[src/rtl/vend_pkg.sv]
package vend_pkg;

   typedef enum logic [2:0] {
      ACT_IDLE,
      ACT_NOTE,
      ACT_WATER,
      ACT_SNACK,
      ACT_DRINK,
      ACT_CANCEL
   } vend_act_e;

   typedef struct packed {
      logic water;
      logic snack;
      logic drink;
      logic refund;
      logic reject;
   } vend_pulse_t;

endpackage

[src/rtl/vend_req_decode.sv]
module vend_req_decode
   import vend_pkg::*;
(
   input  logic      note_in,
   input  logic      sel_water,
   input  logic      sel_snack,
   input  logic      sel_drink,
   input  logic      cancel_in,
   output vend_act_e act
);
   // Requests are one-hot by contract; a fixed priority keeps a stray overlap deterministic.
   always_comb begin
      if (cancel_in)      act = ACT_CANCEL;
      else if (note_in)   act = ACT_NOTE;
      else if (sel_drink) act = ACT_DRINK;
      else if (sel_water) act = ACT_WATER;
      else if (sel_snack) act = ACT_SNACK;
      else                act = ACT_IDLE;
   end
endmodule

[src/rtl/vend_next_step.sv]
module vend_next_step
   import vend_pkg::*;
#(
   parameter int unsigned MAX_NOTES   = 3,
   parameter int unsigned WATER_PRICE = 2,
   parameter int unsigned SNACK_PRICE = 2,
   parameter int unsigned DRINK_PRICE = 3,
   parameter int unsigned CRED_W      = 2
) (
   input  logic [CRED_W-1:0] credit,
   input  vend_act_e         act,
   output logic [CRED_W-1:0] credit_nxt,
   output vend_pulse_t       pulse_nxt
);
   localparam logic [CRED_W-1:0] CAP = CRED_W'(MAX_NOTES);
   localparam logic [CRED_W-1:0] PW  = CRED_W'(WATER_PRICE);
   localparam logic [CRED_W-1:0] PS  = CRED_W'(SNACK_PRICE);
   localparam logic [CRED_W-1:0] PD  = CRED_W'(DRINK_PRICE);

   always_comb begin
      credit_nxt = credit;
      pulse_nxt  = '0;
      case (act)
         ACT_NOTE: begin
            if (credit == CAP) pulse_nxt.reject = 1'b1;
            else               credit_nxt = credit + 1'b1;
         end
         ACT_WATER: begin
            if (credit >= PW) begin
               pulse_nxt.water = 1'b1;
               credit_nxt      = credit - PW;
            end
         end
         ACT_SNACK: begin
            if (credit >= PS) begin
               pulse_nxt.snack = 1'b1;
               credit_nxt      = credit - PS;
            end
         end
         ACT_DRINK: begin
            if (credit >= PD) begin
               pulse_nxt.drink = 1'b1;
               credit_nxt      = credit - PD;
            end
         end
         ACT_CANCEL: begin
            if (credit != '0) begin
               pulse_nxt.refund = 1'b1;
               credit_nxt       = '0;
            end
         end
         default: ;
      endcase
   end
endmodule

[src/rtl/vend_credit_store.sv]
module vend_credit_store #(
   parameter int unsigned MAX_NOTES = 3,
   parameter int unsigned CRED_W    = 2,
   parameter bit          ONE_HOT   = 1'b0
) (
   input  logic              clk,
   input  logic              rst,
   input  logic [CRED_W-1:0] d,
   output logic [CRED_W-1:0] q
);
   localparam int unsigned HOT_W = MAX_NOTES + 1;

   generate
      if (ONE_HOT) begin : g_hot
         logic [HOT_W-1:0] hot_q;
         logic [HOT_W-1:0] hot_d;

         always_comb begin
            for (int i = 0; i < HOT_W; i++) hot_d[i] = (d == CRED_W'(i));
         end

         always_ff @(posedge clk or posedge rst) begin
            if (rst) hot_q <= HOT_W'(1);
            else     hot_q <= hot_d;
         end

         always_comb begin
            q = '0;
            for (int i = 0; i < HOT_W; i++) begin
               if (hot_q[i]) q = CRED_W'(i);
            end
         end
      end else begin : g_bin
         logic [CRED_W-1:0] bin_q;

         always_ff @(posedge clk or posedge rst) begin
            if (rst) bin_q <= '0;
            else     bin_q <= d;
         end

         assign q = bin_q;
      end
   endgenerate
endmodule

[src/rtl/vend_pulse_reg.sv]
module vend_pulse_reg
   import vend_pkg::*;
(
   input  logic        clk,
   input  logic        rst,
   input  vend_pulse_t d,
   output vend_pulse_t q
);
   always_ff @(posedge clk or posedge rst) begin
      if (rst) q <= '0;
      else     q <= d;
   end
endmodule

[src/rtl/vend_ctrl.sv]
module vend_ctrl
   import vend_pkg::*;
#(
   parameter int unsigned MAX_NOTES   = 3,
   parameter int unsigned WATER_PRICE = 2,
   parameter int unsigned SNACK_PRICE = 2,
   parameter int unsigned DRINK_PRICE = 3,
   parameter bit          ONE_HOT     = 1'b0,
   localparam int unsigned CRED_W     = $clog2(MAX_NOTES + 1)
) (
   input  logic              clk,
   input  logic              rst,
   input  logic              note_in,
   input  logic              sel_water,
   input  logic              sel_snack,
   input  logic              sel_drink,
   input  logic              cancel_in,
   output logic              water_out,
   output logic              snack_out,
   output logic              drink_out,
   output logic              refund_out,
   output logic              reject_out,
   output logic [CRED_W-1:0] credit_q
);
   if (MAX_NOTES < 1) begin : g_bad_cap
      $error("vend_ctrl: MAX_NOTES must be at least 1");
   end
   if (WATER_PRICE < 1 || WATER_PRICE > MAX_NOTES) begin : g_bad_water
      $error("vend_ctrl: WATER_PRICE out of range");
   end
   if (SNACK_PRICE < 1 || SNACK_PRICE > MAX_NOTES) begin : g_bad_snack
      $error("vend_ctrl: SNACK_PRICE out of range");
   end
   if (DRINK_PRICE < 1 || DRINK_PRICE > MAX_NOTES) begin : g_bad_drink
      $error("vend_ctrl: DRINK_PRICE out of range");
   end

   vend_act_e         act;
   logic [CRED_W-1:0] credit_nxt;
   vend_pulse_t       pulse_nxt;
   vend_pulse_t       pulse_q;

   vend_req_decode u_dec (
      .note_in   (note_in),
      .sel_water (sel_water),
      .sel_snack (sel_snack),
      .sel_drink (sel_drink),
      .cancel_in (cancel_in),
      .act       (act)
   );

   vend_next_step #(
      .MAX_NOTES   (MAX_NOTES),
      .WATER_PRICE (WATER_PRICE),
      .SNACK_PRICE (SNACK_PRICE),
      .DRINK_PRICE (DRINK_PRICE),
      .CRED_W      (CRED_W)
   ) u_step (
      .credit     (credit_q),
      .act        (act),
      .credit_nxt (credit_nxt),
      .pulse_nxt  (pulse_nxt)
   );

   vend_credit_store #(
      .MAX_NOTES (MAX_NOTES),
      .CRED_W    (CRED_W),
      .ONE_HOT   (ONE_HOT)
   ) u_store (
      .clk (clk),
      .rst (rst),
      .d   (credit_nxt),
      .q   (credit_q)
   );

   vend_pulse_reg u_pulse (
      .clk (clk),
      .rst (rst),
      .d   (pulse_nxt),
      .q   (pulse_q)
   );

   assign water_out  = pulse_q.water;
   assign snack_out  = pulse_q.snack;
   assign drink_out  = pulse_q.drink;
   assign refund_out = pulse_q.refund;
   assign reject_out = pulse_q.reject;
endmodule

[config.mk]
export PLATFORM = sky130hd
export DESIGN_NAME = vend_ctrl
export DESIGN_NICKNAME = d
export VERILOG_FILES = /design/src/rtl/vend_pkg.sv /design/src/rtl/vend_req_decode.sv /design/src/rtl/vend_next_step.sv /design/src/rtl/vend_credit_store.sv /design/src/rtl/vend_pulse_reg.sv /design/src/rtl/vend_ctrl.sv
export SDC_FILE = /design/constraint.sdc
export NUM_CORES = 1
export LEC_CHECK = 0
export ABC_CLOCK_PERIOD_IN_PS = 900
export BUFFER_PORTS_ARGS = -buffer_cell sky130_fd_sc_hd__buf_2
export CAP_MARGIN = 20
export CORE_AREA = 2 2 39 41
export DETAILED_ROUTE_END_ITERATION = 8
export DIE_AREA = 0 0 41 43
export GPL_TIMING_DRIVEN = 1
export HOLD_SLACK_MARGIN = 0.1
export MAX_ROUTING_LAYER = met4
export PLACE_DENSITY = 0.49
export SLEW_MARGIN = 20
export SYNTH_ARGS = -nofsm -noshare
export SYNTH_HDL_FRONTEND = slang
export SYNTH_HIERARCHICAL = 1
export SYNTH_SLANG_ARGS = --single-unit
[constraint.sdc]
create_clock -name clk -period 0.9 [get_ports clk]
set_input_delay 0.045 -clock clk [delete_from_list [all_inputs] [get_ports clk]]
set_output_delay 0.045 -clock clk [all_outputs]
set_load 0.02 [all_outputs]
== After elaboration in Yosys (flattened, before gate mapping) ==
Cells that the tools add are included.

* Eq/ne operators: 10
* Reduce and logical (&&, ||, !) cells: 4
* $lt $le $gt $ge: 2
* Add/subtract/negate cells: 3
* Muxes and demuxes: 19

{| class="wikitable"
|+ Operator list
! cell !! count
|-
| $mux W3 || 4
|-
| $mux W2 || 5
|-
| $mux W1 || 9
|-
| $pmux W2 S4 || 1
|-
| $eq A3 B2 Y1 const B || 2
|-
| $eq A3 B3 Y1 const B || 2
|-
| $ne A2 B1 Y1 const B || 3
|-
| $reduce_and A5 Y1 || 1
|-
| $ge A2 B2 Y1 const B || 2
|-
| $reduce_bool A4 Y1 || 1
|-
| $sub A2 B2 Y2 const B || 2
|-
| $eq A3 B1 Y1 const B || 1
|-
| $add A2 B1 Y2 const B || 1
|-
| $eq A2 B2 Y1 const B || 1
|-
| $ne A2 B2 Y1 const B || 1
|-
| $reduce_bool A2 Y1 || 1
|-
| $reduce_or A2 Y1 || 1
|}

* Register bits: 7
* Input bits: 7
* Output and inout bits: 7

== Longest topological paths before layout ==
* Depth in word-level cells: 9
* Depth in mapped cells: 5
* Gate-level depth less buffers: 5

== Hierarchy ==
Netlist, hierarchy kept.

{| class="wikitable"
|+ By module, submodules not included
! module !! instances !! area an instance (um^2) !! cells an instance
|-
| vend_pulse_reg || 1 || 128.9 || 6
|-
| vend_next_step || 1 || 111.4 || 18
|-
| vend_credit_store || 1 || 53.8 || 3
|-
| vend_req_decode || 1 || 35.0 || 6
|}

== Worst setup path before layout ==
OpenSTA, ideal clock, no wires.

* Path kind: input-to-reg
* From: input port note_in
* To: register u_store.g_bin.bin_q[1] (netlist: u_store/q[1])
* Slack: -278 ps
* Library setup time: 126 ps
* Required time: 774 ps
* Arrival time: 1052 ps
* Stages: 4
* Cell sequence: nor4_1 inv_1 o21ai_0 o22ai_1

* Elaborated cells between the ends (all ways): 15
* Classes of those cells: eq/ne (9); mux (3); reduce/logical (3)

{| class="wikitable"
|+ RTL lines
! item !! line !! text
|-
| start, declared || vend_ctrl.sv:13 || <nowiki>input logic note_in,</nowiki>
|-
| $mux W3 (*) || vend_req_decode.sv:14 || <nowiki>else if (note_in) act = ACT_NOTE;</nowiki>
|-
| $mux W3 (*) || vend_req_decode.sv:13 || <nowiki>if (cancel_in) act = ACT_CANCEL;</nowiki>
|-
| $eq A3 B2 Y1 || vend_next_step.sv:23 || <nowiki>case (act)</nowiki>
|-
| $reduce_or A2 Y1 (no source line) || n/a ||
|-
| $pmux W2 S4 (*) || vend_next_step.sv:23 ||
|-
| net credit_nxt[1] || vend_ctrl.sv:39 || <nowiki>logic [CRED_W-1:0] credit_nxt;</nowiki>
|-
| end signal, assigned || vend_credit_store.sv:37 || <nowiki>if (rst) bin_q <= '0;</nowiki>
|-
| end signal, assigned || vend_credit_store.sv:38 || <nowiki>else bin_q <= d;</nowiki>
|-
| end, declared || vend_credit_store.sv:34 || <nowiki>logic [CRED_W-1:0] bin_q;</nowiki>
|}

The timed path passes the listed nets; every way through them passes the cells marked *.
A chain may end at the register's enable or synchronous reset.

== Worst setup path after layout ==
* From: register u_store.g_bin.bin_q[0] (netlist: u_store/q[0])
* To: output port credit_q[0]

{| class="wikitable"
|+ RTL lines
! item !! line !! text
|-
| end, declared || vend_ctrl.sv:23 || <nowiki>output logic [CRED_W-1:0] credit_q</nowiki>
|}

No word-level cell between the ends.

==> results.toml <==
[status]
status = "finished clean"

[grt]
grt_max_degree = 9
grt_pass1_wl_um = 1190
grt.total_usage_pct = 10.9
grt_pass1_vias = 293
antenna_found_initial = 0
overflow = 0

[worst_setup_path]
cp-end-kind = "output port"
crit_type = "reg -> out"
path_cells = "buf_6"
critPathBufInv = 1
arrival_ns = 0.85
crit_family = "flip-flops"
crit_required_ns = 0.85
critPathSlowestCell = "dfrtp_2"
slowest_delay_ns = 0.46
cp_max_fo = 8
cp-start-kind = "flop"

[power]
p_clk_share_pct = 33.2
pwr-share-seq_pct = 44.6
p_leak_nw = 0.261
p_sw_share_pct = 27.6
p_sw_w = 0.000227
peakVddDrop_uv = 405
p_comb_share_pct = 22.2
p_int_w = 0.000596
power_w = 0.000823
p_per_area_mw_per_mm2 = 1570

[clocking]
root_buffer = "clkbuf_4"
numCtsBuffers = 3
cts_tree = "built"
htree_levels = 1
clk_pin_slew_worst_paths_ns = 0.05
cts_buffer_depth = 2
cts_sinks = 7
clk_latency_ns = 0.25

[layout]
fill_cells = 151
layout-drive-gt1-share_pct = 51.9
layout.nets = 62
areaGrowthSynthToFinish_pct = 59.7
final_core_util_pct = 38.0
num_antenna_cells = 0

[synthesis]
syn_inst = 33
synth_commonest_cells = "dfrtp_1 (7), inv_1 (4), nor2_1 (4)"
yosys_warnings = 6
yosysTopAreaCellShare_pct = 53.2
synth_cell_types = 19
yosysMostFrequentCell = "dfrtp_1"
synth-seq-cells = 7
synth_ff_type = "dfrtp_1"
syn_avg_cell_area_um2 = 9.97
syn_area_um2 = 329
synth_fp_nets = 40
synthArstFlopShare_pct = 100
synthTopCellsByArea = "dfrtp_1 (53%), inv_1 (4.6%), nor2_1 (4.6%), nor3b_2 (3.8%), o2111a_1 (3.4%)"
synth_edf_count = 0
synth_area_leader_cell = "dfrtp_1"
synth-seq-area-share_pct = 53.2

[timing]
worst_hold_slack_ns = 0.206
tightestPinTransition_ns = 0.265
drv_slew = 0
fin_crit_ns = 0.898
finalSetupTns_ns = 0
setup_violations = 0
min_period_over_period_pct = 99.8
fmax_mhz = 1110
layout_setup_ws_ns = 0.00152
slew_headroom_pct = 82.2
hold_viol = 0
skew_ns = 0.00284
rsz0062_at_grt = "true"

[die]
die-width_um = 41
start_util_pct = 23.8
die-area_mm2 = 0.00176
ioPinCount = 14
rows = 14
die_h_um = 43
core-area_mm2 = 0.00138

[routing]
vias = 301
drtIter0Drc = 0
drtPass1Iterations = 1
wl_per_cell_um = 10.1
viasPerCell = 4.30
route.detailed.drc = 0
totalWireLength_um = 709
final_antenna_net_count = 0

[placement]
portBuffers = 13
place_congestion = 0.757
place_ws_ns = -0.140
hpwl_um = 549

[flow_run]
maxCapViolCount = 0

[min_path]
hp-class = "in -> async"
[sequential cells by signal, summed over array words and instances, names as in the netlist]
signal and cells:
u_pulse/q 5, u_store/q 2
[placed cells by master (no fill, tap or decap)]
cell and instances:
a211o_1 1, a21o_2 1, a21oi_1 1, and3_4 1, buf_2 11, buf_4 3, buf_6 2, clkbuf_1 1
clkbuf_4 3, dfrtp_1 5, dfrtp_2 2, dlygate4sd3_1 1, inv_1 4, nand2_1 1, nand3_1 2, nor2_1 4
nor2b_4 1, nor3_1 1, nor3b_2 2, nor4_4 1, o2111a_1 1, o211a_1 1, o21ai_0 2, o21ai_1 1
o22ai_2 1
[per-stage QoR]
stage / instance area (µm²) / cells
6_report: 526 / 70
5_1_grt: 526 / 70
4_1_cts: 514 / 70
3_5_place_dp: 465 / 65
3_3_place_gp: 465 / 65
2_1_floorplan: 358 / 33
[power groups by stage]
stage	clock [W]	combinational [W]	sequential, W
finish	0.000274	0.000183	0.000367
global route	0.000316	0.000200	0.000370
CTS	0.000287	0.000176	0.000368
detailed placement	0	0.000159	0.000370
global placement	0	0.000159	0.000368
floorplan	0	0.0000738	0.000388
[logic make-up (layout without fill, tap and decap cells)]
| group | Yosys count | after routing | synth area share [%] |
|---|---|---|---|
| and+or+nand+nor | 13 | 13 | 22.4 |
| AOI/OAI and AO/OA | 9 | 9 | 19.8 |
| buffers and inverters | 4 | 25 | 4.56 |
| DFF | 7 | 7 | 53.2 |
[layout make-up]
cell class / instances / area (µm²) / area share, %
sequential: 7 / 178 / 33.8
clock buffer: 4 / 26.3 / 5.00
multi-input combinational: 22 / 176 / 33.6
tap: 16 / 20.0 / 3.81
timing repair buffer: 17 / 110 / 21.0
inverter: 4 / 15.0 / 2.86
[layer usage]
| layer | up-vias | GRT usage, % | share of wire [%] |
|---|---|---|---|
| li1 | 160 | - | - |
| met1 | 132 | 12.0 | 45 |
| met2 | 9 | 14.1 | 51 |
| met3 | 0 | 4.71 | 4.5 |
| met4 | 0 | 10.0 | 0 |
| met5 | - | - | 0 |
[final timing paths]
| check | cells after the start | end | slack, ns | startpoint |
|---|---|---|---|---|
| worst max-delay path | 1 | credit_q[0] | 0.002 | u_store/q[0] |
| worst min-delay path | 3 | u_store/q[0] | 0.21 | rst |
| worst max register to register | 3 | u_store/q[0] | 0.01 | u_store/q[0] |
| worst min register to register | 2 | u_pulse/q[2] | 0.63 | u_store/q[1] |
| max in group asynchronous | 3 | u_pulse/q[1] | 0.49 | rst |
| min in group clk | 5 | u_pulse/q[4] | 0.22 | sel_drink |
[timing repair]
item,CTS,global route
pin swaps,3,0
setup endpoints to repair,4,5
setup buffers,0,0
hold endpoints to repair,7,0
resized for setup,4,2
hold buffers,1,0
Power figures use the tool's default switching activity.
